$ cat src/rtl/vfx_pkg.sv
package vfx_pkg;

    // Latency of the word path; the preamble detector taps stages 0..2
    localparam int PIPE_DEPTH = 4;

    // Bit positions inside the ID word
    localparam int H_POS = 6;
    localparam int V_POS = 7;

    typedef enum logic {
        HSPAN_BLANK = 1'b0,
        HSPAN_ID    = 1'b1
    } hspan_e;

    // Marker carried alongside each word in the delay line
    typedef struct packed {
        logic id;   // this word is a reference ID word
        logic v;    // decoded V bit
        logic h;    // decoded H bit
    } trs_tag_t;

    function automatic logic eav_mark(trs_tag_t t);
        return t.id & t.h;
    endfunction

    function automatic logic sav_mark(trs_tag_t t);
        return t.id & ~t.h;
    endfunction

endpackage

$ cat src/rtl/vfx_trs_detect.sv
module vfx_trs_detect
    import vfx_pkg::*;
#(
    parameter int DATA_W = 10
) (
    input  logic              h_bit,
    input  logic              v_bit,
    input  logic [DATA_W-1:0] w_m1,
    input  logic [DATA_W-1:0] w_m2,
    input  logic [DATA_W-1:0] w_m3,
    output trs_tag_t          tag
);

    logic preamble_hit;

    // Oldest word all ones, then two words of all zeros
    assign preamble_hit = (&w_m3) & ~(|w_m2) & ~(|w_m1);

    always_comb begin
        tag = '0;
        if (preamble_hit) begin
            tag.id = 1'b1;
            tag.h  = h_bit;
            tag.v  = v_bit;
        end
    end

endmodule

$ cat src/rtl/vfx_delay_line.sv
module vfx_delay_line
    import vfx_pkg::*;
#(
    parameter int DATA_W = 10,
    parameter int DEPTH  = 4
) (
    input  logic                         clk,
    input  logic                         rst,
    input  logic [DATA_W-1:0]            in_word,
    input  trs_tag_t                     in_tag,
    output logic [DEPTH-1:0][DATA_W-1:0] tap_word,
    output trs_tag_t                     tag_pre,
    output logic                         sav_at_out
);

    localparam int TAG_STAGES = DEPTH - 1;

    trs_tag_t [TAG_STAGES-1:0] tag_q;

    always_ff @(posedge clk) begin
        if (rst) begin
            tap_word   <= '0;
            tag_q      <= '0;
            sav_at_out <= 1'b0;
        end else begin
            tap_word   <= {tap_word[DEPTH-2:0], in_word};
            tag_q      <= {tag_q[TAG_STAGES-2:0], in_tag};
            sav_at_out <= sav_mark(tag_q[TAG_STAGES-1]);
        end
    end

    assign tag_pre = tag_q[TAG_STAGES-1];

endmodule

$ cat src/rtl/vfx_flag_gen.sv
module vfx_flag_gen
    import vfx_pkg::*;
(
    input  logic     clk,
    input  logic     rst,
    input  logic     eav_in,
    input  trs_tag_t tag_pre,
    input  logic     sav_out,
    output logic     h_blank,
    output logic     h_id,
    output logic     v_q
);

    always_ff @(posedge clk) begin
        if (rst) begin
            h_blank <= 1'b0;
            h_id    <= 1'b0;
            v_q     <= 1'b0;
        end else begin
            // Full-gap shape: open as the preamble reaches the output,
            // close once the start-of-active ID word has left it
            if (eav_in) begin
                h_blank <= 1'b1;
            end else if (sav_out) begin
                h_blank <= 1'b0;
            end
            // ID-bit shape and V: load as the ID word enters the output
            if (tag_pre.id) begin
                h_id <= tag_pre.h;
                v_q  <= tag_pre.v;
            end
        end
    end

endmodule

$ cat src/rtl/vfx_lock_mon.sv
module vfx_lock_mon #(
    parameter int LEN_W = 16
) (
    input  logic clk,
    input  logic rst,
    input  logic eav_in,
    input  logic loss,
    output logic lock_q
);

    logic [LEN_W-1:0] span_cnt;
    logic [LEN_W-1:0] span_prev;
    logic [1:0]       eav_seen;

    always_ff @(posedge clk) begin
        if (rst) begin
            span_cnt  <= '0;
            span_prev <= '0;
            eav_seen  <= '0;
            lock_q    <= 1'b0;
        end else begin
            if (span_cnt != '1) begin
                span_cnt <= span_cnt + 1'b1;
            end
            if (eav_in) begin
                span_cnt <= {{(LEN_W-1){1'b0}}, 1'b1};
                if (eav_seen != 2'd0) begin
                    span_prev <= span_cnt;
                end
                if (eav_seen == 2'd2) begin
                    lock_q <= (span_cnt == span_prev);
                end else begin
                    eav_seen <= eav_seen + 2'd1;
                end
            end
            if (loss) begin
                eav_seen <= '0;
                lock_q   <= 1'b0;
            end
        end
    end

endmodule

$ cat src/rtl/video_flag_extract.sv
module video_flag_extract
    import vfx_pkg::*;
#(
    parameter int DATA_W      = 10,
    parameter int SYNC_STAGES = 2,
    parameter int LEN_W       = 16
) (
    input  logic              clk,
    input  logic              rst,
    input  logic              carrier_lost,
    input  logic              h_mode,
    input  logic [DATA_W-1:0] din,
    output logic [DATA_W-1:0] dout,
    output logic              h_flag,
    output logic              v_flag,
    output logic              locked
);

    localparam int DEPTH   = PIPE_DEPTH;
    localparam int TAP_OUT = DEPTH - 1;

    logic [SYNC_STAGES-1:0]       cd_sync;
    logic                         cd_s;
    logic [DEPTH-1:0][DATA_W-1:0] tap_word;
    trs_tag_t                     new_tag;
    trs_tag_t                     tag_pre;
    logic                         sav_out;
    logic                         eav_in;
    logic                         h_blank;
    logic                         h_id;
    logic                         v_q;
    logic                         lock_q;
    logic                         h_sel;
    hspan_e                       mode_sel;

    // Carrier-detect crosses into the pixel clock domain
    generate
        if (SYNC_STAGES < 2) begin : g_sync_one
            always_ff @(posedge clk) begin
                if (rst) cd_sync <= '0;
                else     cd_sync <= carrier_lost;
            end
        end else begin : g_sync_chain
            always_ff @(posedge clk) begin
                if (rst) cd_sync <= '0;
                else     cd_sync <= {cd_sync[SYNC_STAGES-2:0], carrier_lost};
            end
        end
    endgenerate

    assign cd_s = cd_sync[SYNC_STAGES-1];

    vfx_trs_detect #(.DATA_W(DATA_W)) u_detect (
        .h_bit (din[H_POS]),
        .v_bit (din[V_POS]),
        .w_m1  (tap_word[0]),
        .w_m2  (tap_word[1]),
        .w_m3  (tap_word[2]),
        .tag   (new_tag)
    );

    vfx_delay_line #(.DATA_W(DATA_W), .DEPTH(DEPTH)) u_delay (
        .clk        (clk),
        .rst        (rst),
        .in_word    (din),
        .in_tag     (new_tag),
        .tap_word   (tap_word),
        .tag_pre    (tag_pre),
        .sav_at_out (sav_out)
    );

    assign eav_in = eav_mark(new_tag);

    vfx_flag_gen u_flags (
        .clk     (clk),
        .rst     (rst),
        .eav_in  (eav_in),
        .tag_pre (tag_pre),
        .sav_out (sav_out),
        .h_blank (h_blank),
        .h_id    (h_id),
        .v_q     (v_q)
    );

    vfx_lock_mon #(.LEN_W(LEN_W)) u_lock (
        .clk    (clk),
        .rst    (rst),
        .eav_in (eav_in),
        .loss   (cd_s),
        .lock_q (lock_q)
    );

    assign mode_sel = hspan_e'(h_mode);
    assign h_sel    = (mode_sel == HSPAN_ID) ? h_id : h_blank;

    assign dout   = cd_s ? '0 : tap_word[TAP_OUT];
    assign h_flag = h_sel  & ~cd_s;
    assign v_flag = v_q    & ~cd_s;
    assign locked = lock_q & ~cd_s;

endmodule

$ cat config.mk
export PLATFORM = sky130hd
export DESIGN_NAME = video_flag_extract
export DESIGN_NICKNAME = d
export VERILOG_FILES = /design/src/rtl/vfx_pkg.sv /design/src/rtl/vfx_trs_detect.sv /design/src/rtl/vfx_delay_line.sv /design/src/rtl/vfx_flag_gen.sv /design/src/rtl/vfx_lock_mon.sv /design/src/rtl/video_flag_extract.sv
export SDC_FILE = /design/constraint.sdc
export NUM_CORES = 1
export LEC_CHECK = 0
export BUFFER_PORTS_ARGS = -buffer_cell sky130_fd_sc_hd__buf_2
export CORE_MARGIN = 2
export CORE_UTILIZATION = 35
export DETAILED_ROUTE_END_ITERATION = 6
export GPL_TIMING_DRIVEN = 0
export HOLD_SLACK_MARGIN = 0.06
export PLACE_DENSITY = 0.59
export SETUP_SLACK_MARGIN = 0.3
export SYNTH_ARGS = -nofsm -noshare
export SYNTH_HDL_FRONTEND = slang
export SYNTH_SLANG_ARGS = --single-unit
$ cat constraint.sdc
create_clock -name clk -period 1.85 [get_ports clk]
set_input_delay 0 -clock clk [delete_from_list [all_inputs] [get_ports clk]]
set_output_delay 0 -clock clk [all_outputs]
set_load 0.02 [all_outputs]
======== Yosys cells after proc, flatten, opt, wreduce, memory -nomap -nowiden ========
Index checks and enable logic that the tools add are counted.
operators by class
  equality and inequality tests ........... 3
  muxes and demuxes ....................... 7
  add/subtract/negate cells ............... 2
  reduce and logical (&&, ||, !) cells .... 12
  bitwise operators ....................... 13
operator list
  operator                 count
  $reduce_or A10 Y1        2
  $add A16 B1 Y16 const B  1
  $eq A16 B16 Y1           1
  $ne A16 B16 Y1 const B   1
  $mux W10                 1
  $reduce_and A10 Y1       1
  $and A1 B1 Y1            7
  $not A1 Y1               6
  $reduce_and A2 Y1        3
  $reduce_bool A2 Y1       3
  $reduce_or A2 Y1         3
  $mux W1                  5
  $mux W3                  1
  $add A2 B1 Y2 const B    1
  $eq A2 B2 Y1 const B     1
word-level totals
  input port bits ......................... 14
  word-level logic and storage cells ...... 60
  bits in registers ....................... 90
  output and inout port bits .............. 13

======== Depth between registers and ports, before layout ========
Gate-level depths: netlist of run 1.
  depth in word-level cells ............... 7
  mapped depth ............................ 7
  gate-level depth less buffers ........... 5

======== Modules after synthesis ========
Synthesis of run 1 repeated with hierarchy kept, for this count alone.
second synthesis, totals
  cells, all modules ...................... 356
  area, all modules ....................... 3449.6 µm²
by module, submodules not included
  module              cells each  area an instance (µm²)  times used  sequential area each (µm²)
  vfx_lock_mon        202         1670.4                  1           700.7
  vfx_delay_line      108         1368.8                  1           1001.0
  video_flag_extract  20          185.2                   1           40.0
  vfx_trs_detect      16          122.6                   1           0.0
  vfx_flag_gen        10          102.6                   1           60.1

======== Worst setup path before layout of run 1 ========
OpenSTA, ideal clock, no wires.
  kind .................................... flip-flop to flip-flop
  from .................................... reg u_delay.tap_word[19] (netlist bit)
  to ...................................... reg u_lock.span_prev[10]
  buffers on the path ..................... 1
  clock period less this slack ............ 1872 ps
  path slack .............................. -22 ps
  setup time .............................. 128 ps
  data arrival time ....................... 1744 ps
  stages on the path, launching flop included .. 7
  data required time ...................... 1722 ps
  cell sequence ........................... dfxtp_1 -> nor4b_2 -> nand4_2 -> nor4_4 -> buf_6 -> mux2i_1 -> nor2_1
between the ends
  word-level cells in the longest chain between the ends .. 7
ends and longest elaborated chain
  what                                line                  RTL
  start, declared                     vfx_delay_line.sv:11  output logic [DEPTH-1:0][DATA_W-1:0] tap_word,
  start signal, assigned              vfx_delay_line.sv:26  tap_word <= {tap_word[DEPTH-2:0], in_word};
  $reduce_or A10 Y1                   vfx_trs_detect.sv:17  assign preamble_hit = (&w_m3) & ~(|w_m2) & ~(|w_m1);
  $not A1 Y1                          vfx_trs_detect.sv:17
  $and A1 B1 Y1 (2 in a row)          vfx_trs_detect.sv:17
  $mux W3                             vfx_trs_detect.sv:21  if (preamble_hit) begin
  $and A1 B1 Y1                       vfx_pkg.sv:23         return t.id & t.h;
  $reduce_and A2 Y1 (no source line)  n/a
  end signal, assigned                vfx_lock_mon.sv:28    span_prev <= span_cnt;
  end, declared                       vfx_lock_mon.sv:12    logic [LEN_W-1:0] span_prev;
Every way passes these cells.
A chain may end at the register's enable or synchronous reset.

======== Final worst setup path of run 1 ========
  from .................................... reg u_delay.tap_word[18] (netlist bit)
  to ...................................... reg u_lock.span_prev[14]
Same word-level chain as after synthesis.

==> flow_summary.yaml, run 1 <==
routing:
  ant_nets: 0
  via_per_inst: 4.60
  vias: 2432
  wirelength_microns: 6740
  drc_errors: 0
  first_pass_iters: 4
  wl_per_cell_microns: 12.7
  first_iter_violations: 96
timing:
  maxSlewViolCount: 0
  worst_slack_ns: 0.0118
  fmax_mhz: 544
  whs_ns: 0.374
  final_hold_viol_count: 0
  fin_crit_ns: 1.84
  worstMarginPinSlew_ns: 0.485
  slew_headroom: 0.674
  final.period_utilization: 0.994
  setup_violations: 0
  rsz0062_at_grt: "yes"
  fin_skew_ns: 0.0181
placed_design:
  finalWeightedCongestion: 0.763
  io_buffers: 26
  place_inst: 482
  dp_slack_ns: -0.334
  hpwl_microns: 4430
  dpl_cell_area_sq_um: 3670
layout:
  layout-drive-gt1-share: 0.263
  layout.cells.non_filler: 529
  fin_nets: 412
  diodes: 0
  area_delta_synth_final_pct: 30.2
  final_cell_area_sq_um: 4390
global_route:
  antenna_found_initial: 0
  grt-ovfl-total: 0
  grt_max_degree: 20
  grt_pass1_wl_microns: 11000
  grt_pass1_vias: 2290
  globalRouteTotalUtil: 0.137
floorplanning:
  io_pins: 27
  initial_core_util: 0.363
  die_w_microns: 102
  row_count: 35
  dieArea_sq_um: 10400
  fp.dieH_microns: 102
  core_area_sq_um: 9280
power_and_ir_drop:
  vdd_ir_drop_max_v: 0.000468
  power_mw: 3.52
  p_per_area_nw_per_um2: 803
  leakage_nw: 1.77
worst_hold_path:
  hold_path_class: "in -> reg"
  holdPathStages: 3
worst_setup_path:
  cp.arrival_ns: 2.07
  required_ns: 2.09
  crit_fanout: 5
  startpoint_type: "flip-flop"
  crit_path_end_kind: "flip-flop"
  reg2regPathDepth: 7
  path_class: "reg -> reg"
synth:
  ys_warn_count: 0
  async_reset_ff_frac: 0
  synth_area_leaders: "dfxtp_1, nor2b_1, mux2i_1, xor2_1, nor2_1"
  yosysTopAreaCell: "dfxtp_1"
  synth_edf_count: 0
  ys_seq_area_frac: 0.535
  synth_top_cells_by_count: "dfxtp_1, nor2b_1, nor2_1"
  synthCells: 327
  synth_cell_types: 40
  synth_seq_cells: 90
  synth_ff_type: "dfxtp_1"
  synth_nets: 344
  synth.most_common_cell: "dfxtp_1"
  avgSynthCellArea_sq_um: 10.3
  yosysTopAreaCellShare: 0.535
  syn-cell-area_sq_um: 3370
clocking:
  cts_tree: "done"
  cts_root_buf: "clkbuf_8"
  cts_buffers: 9
  clkLatencyLatePin_ns: 0.36
  clockBufferDepth: 2
  htreeDepth: 3
  clk_pin_slew_ns: 0.11
  cts.sinks: 90
run:
  cap_violations: 0
run_status:
  status: "complete, no violations"
flip-flops by register name, indices dropped and copies added (netlist names):
name	flops
cd_sync	2
u_delay.sav_at_out	1
u_lock.lock_q	1
u_lock.span_cnt	16
u_delay.tag_pre	3
u_flags.v_q	1
u_delay.tag_q	6
u_flags.h_blank	1
u_lock.eav_seen	2
u_delay.tap_word	40
u_lock.span_prev	16
u_flags.h_id	1
final cells by class:
type	count	area, sq um
buffer	17	101
clock buffer	9	124
clock inverter	7	81.3
fill	891	4900
inverter	5	18.8
multi-input combinational	215	1660
sequential	90	1820
tap	129	161
timing repair buffer	57	419
per-layer routing:
metal | track usage | share of wire | vias up
met4 | 0.0462 | 0.012 | 0
met3 | 0.0342 | 0.030 | 8
met1 | 0.160 | 0.44 | 1145
met5 | 0 | 0 | -
li1 | - | - | 1240
met2 | 0.244 | 0.52 | 39
worst max-delay path: stages (launching register included):
cell     delay (ns)
dfxtp_2        0.35
nor4b_4        0.32
nand4_4        0.19
nor4_4         0.29
buf_4          0.18
buf_6          0.14
mux2i_1        0.19
nor2_1         0.06
kinds of logic (layout without fill, tap and decap cells):
kind of cell | Yosys count | count (layout) | share of synthesized area
buf+inv | 22 | 95 | 0.0286
compound gates | 21 | 21 | 0.0416
simple gates | 143 | 143 | 0.251
xor+xnor | 27 | 27 | 0.0702
fa+ha+maj | 3 | 3 | 0.0111
mux | 21 | 21 | 0.0628
flops | 90 | 90 | 0.535
power by group:
group	switching [mW]	internal (mW)	total (mW)
Sequential	0.0314	1.98	2.01
Combinational	0.0855	0.0909	0.176
Clock	0.798	0.539	1.34
metrics by stage:
stage           util  TNS (ns)
6_report       0.473         0
5_1_grt        0.473    -0.813
4_1_cts        0.461         0
3_5_place_dp   0.395     -7.50
3_3_place_gp   0.395     -8.43
2_1_floorplan      -    -0.198
repair_timing:
action	in CTS	in global routing
hold endpoints to repair	15	0
resized for setup	43	20
hold buffers	12	0
endpoints found under the setup margin	46	38
buffers inserted	11	6
pin swaps	9	6
cloned	1	1
cells in the final DEF, fill, tap and decap left out, types with 2 or more instances in the layout:
cell and instances:
a211oi_1 3, clkbuf_2 2, nand2_1 5, inv_1 5, a21oi_1 7, nand3_2 2, dlygate4sd3_1 12, dfxtp_1 78
nor2_1 29, and2_1 2, nor2b_1 60, xor2_1 18, nand4_1 3, clkinv_8 2, and3_1 2, buf_4 13
nand3_4 3, clkbuf_1 7, buf_6 10, a31oi_1 4, nor3_1 7, dfxtp_2 12, or3_1 2, mux2i_1 20
nor4_4 3, o21a_1 2, clkbuf_8 9, buf_2 27, xnor2_1 9, clkbuf_4 2, and4b_1 2, clkinv_4 2
nor4b_4 3, nand3_1 6, inv_8 2, nor4_1 5, ha_1 2, nor3b_1 2
final timing paths:
check | slack (ns) | startpoint | to
worst max-delay path | 0.01 | u_delay.tap_word[18] | u_lock.span_prev[14]
worst max register to register | 0.01 | u_delay.tap_word[18] | u_lock.span_prev[14]
worst min-delay path | 0.37 | din[4] | u_delay.tap_word[4]
worst min register to register | 0.44 | u_delay.tag_pre[0] | u_delay.sav_at_out
Power figures use the tool's default switching activity.
==> run 2, diff against run 1 <==
--- a/config.mk
+++ b/config.mk
@@ -5,6 +5,7 @@
 export SDC_FILE = /design/constraint.sdc
 export NUM_CORES = 1
 export LEC_CHECK = 0
+export ABC_AREA = 1
 export BUFFER_PORTS_ARGS = -buffer_cell sky130_fd_sc_hd__buf_2
 export CORE_MARGIN = 2
 export CORE_UTILIZATION = 35
==> run 2 against run 1 <==
Against the previous run: sequential share of layout area is 1.6 points lower; via count is 27% higher; flip-flop and latch count stayed put; synthesized cell count is 63% higher; area after synthesis is 11% higher; register-to-register slack better by 0.33 ns; global-route usage is 0.082 points higher; critical endpoint is now u_lock.span_cnt[0].
==> flow_summary.yaml, run 2 <==
timing:
  fin_skew_ns: 0.0102
  rsz0062_at_grt: "yes"
  fin_crit_ns: 1.51
  final_hold_viol_count: 0
  worstMarginPinSlew_ns: 0.574
  slew_headroom: 0.617
  setup_tns_ns: 0
  setup_violations: 0
  fmax_mhz: 661
  maxSlewViolCount: 0
  final.period_utilization: 0.817
  whs_ns: 0.146
  worst_slack_ns: 0.338
synth:
  synth_edf_count: 0
  async_reset_ff_frac: 0
  synth_seq_cells: 90
  synth_nets: 550
  synth_ff_type: "dfxtp_1"
  synth_area_leaders: "dfxtp_1, nor2_1, inv_1, nand2_1, nand4_1"
  synth_top_cells_by_count: "nor2_1, inv_1, nand2_1"
  syn-cell-area_sq_um: 3730
  yosysTopAreaCell: "dfxtp_1"
  synth.most_common_cell: "nor2_1"
  ys_warn_count: 0
  avgSynthCellArea_sq_um: 7.00
  ys_seq_area_frac: 0.483
  yosysTopAreaCellShare: 0.483
  synthCells: 533
  synth_cell_types: 27
worst_setup_path:
  crit_path_end_kind: "flip-flop"
  startpoint_type: "flip-flop"
  crit_path_start: "u_lock.span_cnt[0]"
  crit_slowest_cell: "dfxtp_4"
  path_class: "reg -> reg"
  reg2regPathDepth: 9
  crit_end: "u_lock.span_cnt[0]"
  regToRegEndpoint: "u_lock.span_cnt[0]"
  crit_chain: "ha_2, nand2_2, inv_2, nand3_4, nor2_4, nand3_4, nand2_1, nand2_1, a21oi_1"
  crit_fanout: 6
  cp.arrival_ns: 1.80
  r2r_setup_slack_ns: 0.34
  slowest_delay_ns: 0.39
  r2r-start: "u_lock.span_cnt[0]"
  required_ns: 2.14
layout:
  mostFrequentLayoutCells: "nor2_1, inv_1, nand2_1"
  reg_top3: "u_delay.tap_word x40, u_lock.span_cnt x16, u_lock.span_prev x16"
  diodes: 0
  final_cell_area_sq_um: 4580
  largest_reg_flops: 40
  final_core_util: 0.444
  layout_commonest_cell: "nor2_1"
  fin_nets: 606
  area_delta_synth_final_pct: 22.8
  layout.cells.non_filler: 730
  largest-register: "u_delay.tap_word"
  fill_cells: 1051
  layout-drive-gt1-share: 0.190
routing:
  drc_errors: 0
  wl_per_cell_microns: 10.3
  vias: 3085
  wirelength_microns: 7500
  via_per_inst: 4.23
  first_iter_violations: 99
  ant_nets: 0
  first_pass_iters: 4
floorplanning:
  row_count: 37
  core_area_sq_um: 10300
  dieArea_sq_um: 11500
  io_pins: 27
  die_w_microns: 107
  initial_core_util: 0.361
  fp.dieH_microns: 107
power_and_ir_drop:
  p_per_area_nw_per_um2: 784
  power_mw: 3.59
  vdd_ir_drop_max_v: 0.000493
  leakage_nw: 2.10
clocking:
  cts_tree: "done"
  cts_root_buf: "clkbuf_8"
  clkLatencyLatePin_ns: 0.37
  cts.sinks: 90
  clockBufferDepth: 2
  htreeDepth: 3
  clk_pin_slew_ns: 0.10
  cts_buffers: 9
placed_design:
  finalWeightedCongestion: 0.893
  io_buffers: 25
  hpwl_microns: 5180
  dpl_cell_area_sq_um: 4030
  place_inst: 694
  dp_slack_ns: 0.161
worst_hold_path:
  hold_path_class: "in -> reg"
global_route:
  grt-ovfl-total: 0
  globalRouteTotalUtil: 0.138
  grt_pass1_wl_microns: 12500
  grt_pass1_vias: 2812
  grt_max_degree: 18
  antenna_found_initial: 0
run_status:
  status: "complete, no violations"
run:
  cap_violations: 0
## run 2: cell count changes after synthesis, sizes merged, moves of 4 or more
cell,change
nor2,+120
inv,+105
nand2,+99
nor2b,-61
mux2i,-20
nand4,+9
xor2,-9
nor4,-7
clkbuf,-5
a21oi,+4
a31oi,-4
## run 2: cells by family (layout without fill, tap and decap cells)
kind of cell | count (synthesis) | in the layout | synth area share
compound gates | 15 | 15 | 0.0215
fa+ha+maj | 3 | 3 | 0.0101
buf+inv | 125 | 186 | 0.133
xor+xnor | 15 | 15 | 0.0352
flops | 90 | 90 | 0.483
simple gates | 285 | 285 | 0.317
## run 2: power by group
part | switching (mW) | internal (mW)
Clock | 0.763 | 0.648
Combinational | 0.107 | 0.0781
Sequential | 0.0231 | 1.97
## run 2: cell type report
type / count / area, sq um / area share
Tap cell: 136 / 170 / 0.0371
Inverter: 110 / 413 / 0.0901
Multi-Input combinational cell: 318 / 1540 / 0.337
Sequential cell: 90 / 1820 / 0.398
Timing Repair Buffer: 45 / 320 / 0.0699
Clock buffer: 9 / 124 / 0.0270
Clock inverter: 7 / 82.6 / 0.0180
Buffer: 15 / 103 / 0.0224
## run 2: layer usage
| layer | track usage | share of wire | vias up | routed length [microns] |
|---|---|---|---|---|
| met1 | 0.185 | 0.51 | 1372 | 3790 |
| met5 | 0 | 0 | - | 0 |
| met2 | 0.213 | 0.45 | 32 | 3380 |
| li1 | - | - | 1672 | - |
| met4 | 0.0538 | 0.016 | 0 | 123 |
| met3 | 0.0333 | 0.028 | 9 | 210 |
## run 2: how the worst min path moves through the flow
| stage | startpoint | end | depth (start not counted) |
|---|---|---|---|
| 2_1_floorplan | carrier_lost | cd_sync[0] | 2 |
| 3_3_place_gp | din[2] | u_delay.tap_word[2] | 3 |
| 3_5_place_dp | din[3] | u_delay.tap_word[3] | 3 |
| 4_1_cts | rst | u_delay.tap_word[6] | 2 |
| 5_1_grt | rst | u_delay.tap_word[6] | 2 |
| 6_report | rst | u_delay.tap_word[6] | 2 |
## run 2: timing repair
action | 4_1_cts | 5_1_grt
hold endpoints to repair | 16 | 0
resized for setup | 7 | 53
hold buffers | 11 | 0
setup endpoints to repair | 17 | 44
setup buffers | 1 | 7
pin swaps | 1 | 16
gates cloned | 0 | 1
## run 2: critical path: cells and delay by family, from the launching register on
kind | cells | cell delay, ns
simple gates | 6 | 0.66
flops | 1 | 0.39
buf+inv | 1 | 0.10
fa+ha+maj | 1 | 0.20
compound gates | 1 | 0.11
